<file path="src/rtl/gpio_irq_pkg.sv">
package gpio_irq_pkg;
  localparam int unsigned REG_AW = 8;
  localparam int unsigned DW     = 32;

  typedef enum logic [3:0] {
    SEL_NONE, SEL_MODE, SEL_DIR, SEL_DOUT, SEL_DIN, SEL_STAT, SEL_CLR,
    SEL_MASK, SEL_UNMASK, SEL_POL, SEL_TRIG, SEL_FILT, SEL_BOTH
  } gpio_reg_e;

  function automatic gpio_reg_e f_decode(input logic [REG_AW-1:0] a);
    case (a)
      8'h00:   return SEL_MODE;
      8'h04:   return SEL_DIR;
      8'h08:   return SEL_DOUT;
      8'h0C:   return SEL_DIN;
      8'h10:   return SEL_STAT;
      8'h14:   return SEL_CLR;
      8'h18:   return SEL_MASK;
      8'h1C:   return SEL_UNMASK;
      8'h20:   return SEL_POL;
      8'h24:   return SEL_TRIG;
      8'h28:   return SEL_FILT;
      8'h4C:   return SEL_BOTH;
      default: return SEL_NONE;
    endcase
  endfunction

  // one line: did the sampled transition match the selected edge?
  function automatic logic f_edge_hit(input logic cur, input logic prev,
                                      input logic pol, input logic both);
    logic rise, fall;
    rise = cur & ~prev;
    fall = ~cur & prev;
    if (both) return rise | fall;
    return pol ? fall : rise;
  endfunction

  // one line: polarity-adjusted level
  function automatic logic f_level_hit(input logic cur, input logic pol);
    return cur ^ pol;
  endfunction
endpackage

</file>
<file path="src/rtl/gpio_sync2.sv">
module gpio_sync2 #(
  parameter int unsigned W = 32
) (
  input  logic         clk,
  input  logic         rst_n,
  input  logic [W-1:0] async_i,
  output logic [W-1:0] sync_o
);
  logic [W-1:0] meta_q, stab_q;

  always_ff @(posedge clk or negedge rst_n) begin
    if (!rst_n) begin
      meta_q <= '0;
      stab_q <= '0;
    end else begin
      meta_q <= async_i;
      stab_q <= meta_q;
    end
  end

  assign sync_o = stab_q;
endmodule

</file>
<file path="src/rtl/gpio_evt_detect.sv">
module gpio_evt_detect
  import gpio_irq_pkg::*;
#(
  parameter int unsigned W = 32
) (
  input  logic         clk,
  input  logic         rst_n,
  input  logic [W-1:0] cur_i,
  input  logic [W-1:0] pol_i,
  input  logic [W-1:0] both_i,
  output logic [W-1:0] edge_hit_o,
  output logic [W-1:0] level_hit_o
);
  logic [W-1:0] prev_q;

  always_ff @(posedge clk or negedge rst_n) begin
    if (!rst_n) prev_q <= '0;
    else        prev_q <= cur_i;
  end

  for (genvar g = 0; g < W; g++) begin : g_line
    assign edge_hit_o[g]  = f_edge_hit(cur_i[g], prev_q[g], pol_i[g], both_i[g]);
    assign level_hit_o[g] = f_level_hit(cur_i[g], pol_i[g]);
  end
endmodule

</file>
<file path="src/rtl/gpio_irq_bank.sv">
module gpio_irq_bank
  import gpio_irq_pkg::*;
#(
  parameter int unsigned NLINES = 32
) (
  input  logic              clk,
  input  logic              rst_n,
  input  logic              bus_en,
  input  logic              bus_wr,
  input  logic [7:0]        bus_addr,
  input  logic [31:0]       bus_wdata,
  output logic [31:0]       bus_rdata,
  input  logic [NLINES-1:0] pin_i,
  output logic [NLINES-1:0] pin_o,
  output logic [NLINES-1:0] pin_oe,
  output logic              irq_o
);
  localparam int unsigned N = NLINES;

  logic [N-1:0] mode_q, dir_q, dout_q, mask_q, pol_q, trig_q, filt_q, both_q, pend_q;
  logic [N-1:0] line_sync, edge_hit, level_hit, evt_set, clr_req, status, irq_vec;
  logic [N-1:0] wdata_n;
  gpio_reg_e    sel;
  logic         wr_en, wr_clr, wr_mask, wr_unmask;

  assign sel       = f_decode(bus_addr);
  assign wr_en     = bus_en & bus_wr;
  assign wdata_n   = bus_wdata[N-1:0];
  assign wr_clr    = wr_en && (sel == SEL_CLR);
  assign wr_mask   = wr_en && (sel == SEL_MASK);
  assign wr_unmask = wr_en && (sel == SEL_UNMASK);

  gpio_sync2 #(.W(N)) u_sync (
    .clk(clk), .rst_n(rst_n), .async_i(pin_i), .sync_o(line_sync)
  );

  gpio_evt_detect #(.W(N)) u_evt (
    .clk(clk), .rst_n(rst_n), .cur_i(line_sync), .pol_i(pol_q),
    .both_i(both_q), .edge_hit_o(edge_hit), .level_hit_o(level_hit)
  );

  assign evt_set = mode_q & trig_q & edge_hit;
  assign clr_req = wr_clr ? wdata_n : '0;
  assign status  = mode_q & ((trig_q & pend_q) | (~trig_q & level_hit));
  assign irq_vec = status & mask_q;

  always_ff @(posedge clk or negedge rst_n) begin
    if (!rst_n) begin
      mode_q <= '0; dir_q  <= '0; dout_q <= '0; mask_q <= '0;
      pol_q  <= '0; trig_q <= '0; filt_q <= '0; both_q <= '0;
    end else if (wr_en) begin
      case (sel)
        SEL_MODE:   mode_q <= wdata_n;
        SEL_DIR:    dir_q  <= wdata_n;
        SEL_DOUT:   dout_q <= wdata_n;
        SEL_MASK:   mask_q <= mask_q & wdata_n;
        SEL_UNMASK: mask_q <= mask_q | wdata_n;
        SEL_POL:    pol_q  <= wdata_n;
        SEL_TRIG:   trig_q <= wdata_n;
        SEL_FILT:   filt_q <= wdata_n;
        SEL_BOTH:   both_q <= wdata_n;
        default:    ;
      endcase
    end
  end

  always_ff @(posedge clk or negedge rst_n) begin
    if (!rst_n) pend_q <= '0;
    else        pend_q <= (pend_q & ~clr_req) | evt_set;
  end

  always_comb begin
    bus_rdata = '0;
    if (bus_en && !bus_wr) begin
      case (sel)
        SEL_MODE: bus_rdata[N-1:0] = mode_q;
        SEL_DIR:  bus_rdata[N-1:0] = dir_q;
        SEL_DOUT: bus_rdata[N-1:0] = dout_q;
        SEL_DIN:  bus_rdata[N-1:0] = (dir_q & dout_q) | (~dir_q & line_sync);
        SEL_STAT: bus_rdata[N-1:0] = status;
        SEL_MASK: bus_rdata[N-1:0] = mask_q;
        SEL_POL:  bus_rdata[N-1:0] = pol_q;
        SEL_TRIG: bus_rdata[N-1:0] = trig_q;
        SEL_FILT: bus_rdata[N-1:0] = filt_q;
        SEL_BOTH: bus_rdata[N-1:0] = both_q;
        default:  bus_rdata = '0;
      endcase
    end
  end

  assign pin_o  = dout_q;
  assign pin_oe = dir_q & ~mode_q;
  assign irq_o  = |irq_vec;
endmodule

</file>
<file path="config.mk">
export PLATFORM = sky130hd
export DESIGN_NAME = gpio_irq_bank
export DESIGN_NICKNAME = d
export VERILOG_FILES = /design/src/rtl/gpio_irq_pkg.sv /design/src/rtl/gpio_sync2.sv /design/src/rtl/gpio_evt_detect.sv /design/src/rtl/gpio_irq_bank.sv
export SDC_FILE = /design/constraint.sdc
export NUM_CORES = 1
export LEC_CHECK = 0
export ABC_AREA = 1
export CAP_MARGIN = 20
export CORE_ASPECT_RATIO = 0.8
export CORE_MARGIN = 2
export CORE_UTILIZATION = 35
export CTS_BUF_LIST = sky130_fd_sc_hd__clkbuf_2 sky130_fd_sc_hd__clkbuf_4 sky130_fd_sc_hd__clkbuf_8
export DETAILED_ROUTE_END_ITERATION = 12
export GPL_TIMING_DRIVEN = 0
export REMOVE_ABC_BUFFERS = 1
export SLEW_MARGIN = 20
export SYNTH_ARGS = -nofsm -noshare
export SYNTH_HDL_FRONTEND = slang
export SYNTH_SLANG_ARGS = --single-unit
</file>
<file path="constraint.sdc">
create_clock -name clk -period 2.1 [get_ports clk]
set_clock_uncertainty 0.15 [all_clocks]
set_input_delay 0.525 -clock clk [delete_from_list [all_inputs] [get_ports clk]]
set_output_delay 0.525 -clock clk [all_outputs]
set_load 0.1 [all_outputs]
</file>
==> results by group <==
Run status
  • Status: complete, but fails checks
  • Failing checks: hold timing, setup timing

Routing
  • Drt via density: 5.20
  • Routed Antenna Nets: 0
  • Drt drc: 0
  • 1st-iter DRT viols: 1,779
  • Drt first pass iters: 6
  • Vias: 18,900
  • Final wirelength: 74,000 microns
  • Routed wire length per instance: 20.3 microns

Power
  • Leak Pwr: 12.6 nW
  • Reg power frac: 46.7%
  • VDD IR max: 330 uV
  • Power Density: 618 nW/um^2
  • Switching Fraction: 26.7%
  • Clock share of power: 43.9%
  • Sw power: 0.00450 W
  • Comb power frac: 9.4%
  • Power Internal: 0.0123 W

Placed design
  • Final HPWL DP: 41,000 microns
  • Cell total after placement: 3,412
  • Post-Place Setup Slack: -3.23 ns
  • Final Wtd Congestion: 0.847
  • I/O Buffers: 172

Logic synthesis
  • Synthesized cell area: 19,500 sq um
  • Yosys top cell area share: 49.3%
  • Synth Instances: 2,560
  • Synth Area per Inst: 7.62 sq um
  • Async S/R FF share, synth: 100%
  • Yosys warns: 0
  • Synth top area cells: dfrtp_1, nand2_1, o21ai_0, nand3_1, inv_1
  • Synth Flop Type: dfrtp_1
  • Top post-synthesis cells by count: nand2_1, dfrtp_1, inv_1, o21ai_0, nor2_1
  • Top-count cell post-synth: nand2_1
  • Largest area contributor in the netlist: dfrtp_1
  • Register area share after synthesis: 49.3%
  • Synth Register Bits: 384
  • Synth cell types: 25
  • Post-synth EDFFs: 0

STA
  • Unrepaired setup endpoints after global routing: true
  • Worst-margin pin slew: 0.714 ns
  • Hold_ws: -0.274 ns
  • Setup violators final: 90
  • Worst Slack Setup Final: -0.879 ns
  • Hold Vio Cnt, Final: 75
  • Minimum clock period: 2.98 ns
  • Period utilisation layout: 142%
  • Max-slew headroom: 52.4%
  • Slew Limit Fails: 0
  • Max Fclk: 336 MHz

Finish
  • Fin nets: 2,988
  • Util after Layout: 49.3%
  • Layout cell share with drive strength beyond 1: 23.2%
  • Ant. Diodes: 0
  • Finished Layout Cells: 3,643
  • Layout area overhead: 39.6%

CTS
  • Total CTS buffers: 69
  • CTS tree: done
  • CTS max path bufs: 3
  • Worst-Skew Late Latency: 0.64 ns
  • Clock root buffer: clkbuf_8
  • CTS H-tree lvls: 3
  • TritonCTS sink count: 384
  • Reg clk slew, reported paths: 0.06 ns

Critical path
  • Critical Path AT: 2.30 ns
  • Critical Path RT: 1.42 ns
  • Critical path launch point type: primary input
  • Critical path class: in2out
  • Crit. End Element: primary output
  • CP Max Fanout: 5

Global route
  • Initial antenna violation count: 1
  • Gr usage total: 25.3%
  • Vias in the first global route: 18,100
  • Grt total ovfl: 0
  • Largest net degree at the start of global routing: 92
  • First-pass GRT wire length: 110,000 microns

Floorplanning
  • Io pins: 173
  • Starting density of the core: 35.3%
  • Die area: 57,600 sq um
  • Die span in y: 215 microns
  • Core area: 55,200 sq um
  • Die W: 268 microns
  • Num rows: 77

Run
  • Max Cap Viol: 0

Min path
  • Min-Delay Path Class: in2async
[worst max-delay path, stage by stage]
cell and delay [ns]:
buf_8 0.10, nor2_4 0.25, nand2_4 0.17, nor2_4 0.21, buf_6 0.13, buf_12 0.13, buf_6 0.12, nand3_2 0.06
o211ai_1 0.12, nor2_2 0.06, nor2_2 0.20, buf_12 0.20
[area by class of cell]
cell class,count,area (sq um)
repair inverters,1,16.3
well taps,750,938
repair buffers,306,4430
clock buffers,110,1380
fillers,5017,28000
multi-input cells,1803,9660
inverters,283,1100
flip-flops and latches,384,9660
clock inverters,6,35.0
[sequential cells by signal (all words and copies together) (netlist names)]
register,count
dir_q,32
u_evt.prev_q,32
pend_q,32
u_sync.sync_o,32
pol_q,32
pin_o,32
mode_q,32
filt_q,32
trig_q,32
mask_q,32
both_q,32
u_sync.meta_q,32
[power by group through the flow]
stage	sequential [W]	clock, W	combinational, W
2_1_floorplan	0.00802	0	0.000580
3_3_place_gp	0.00797	0	0.00123
6_report	0.00786	0.00738	0.00158
3_5_place_dp	0.00796	0	0.00131
4_1_cts	0.00785	0.00752	0.00152
5_1_grt	0.00789	0.00789	0.00173
[placed cells by master, fill, tap and decap left out, drive strengths merged]
cell and count:
o21a 2, nand4 23, nor2 245, clkinvlp 3, nand3b 21, ha 64, clkdlybuf4s50 66, dfrtp 384
o21ai 313, buf 231, nand2 821, a21boi 22, o211ai 15, a21oi 44, inv 281, clkinv 6
clkbuf 118, nand3 233, bufbuf 1
[what timing repair did]
item,in CTS,in global routing
buffers inserted,64,35
gates resized for setup,1077,194
endpoints found under the hold margin,75,75
endpoints found under the setup margin,353,201
gates cloned,16,4
pin swaps,95,108
[cells by family after synthesis]
| logic type | Yosys count | synth area share [%] |
|---|---|---|
| AOI/OAI and AO/OA | 396 | 10.7 |
| adders and majority gates | 64 | 4.11 |
| buffers and inverters | 377 | 7.54 |
| DFF | 384 | 49.3 |
| and+or+nand+nor | 1339 | 28.4 |
[per-layer routing]
metal	share of wire (%)	wire, microns	track usage, %
met4	5.2	3840	12.1
met2	44	32400	37.9
met1	42	30800	34.6
met3	9.4	6970	5.80
met5	0	0	0
[stage by stage]
stage	area [sq um]	power, W	setup TNS, ns
floorplan	19100	0.00860	-235.77
global placement	21800	0.00920	-7568.21
detailed placement	22400	0.00927	-478.09
CTS	26300	0.0169	-35.11
global route	27200	0.0175	-44.98
finish	27200	0.0168	-38.38
[path summary, 6_finish.rpt]
check | cells after the start | from | to | slack (ns)
hold reg to reg | 0 | u_sync.meta_q[6] | u_sync.sync_o[6] | 0.19
setup / recovery | 12 | bus_addr[1] | bus_rdata[19] | -0.88
min in group clk | 1 | pin_i[2] | u_sync.meta_q[2] | 0.17
setup reg to reg | 5 | u_sync.sync_o[17] | pend_q[17] | 0.72
max in group asynchronous | 4 | rst_n | mode_q[0] | 0.39
hold / removal | 1 | rst_n | pin_o[17] | -0.27
(Power assumes the default switching activity.)
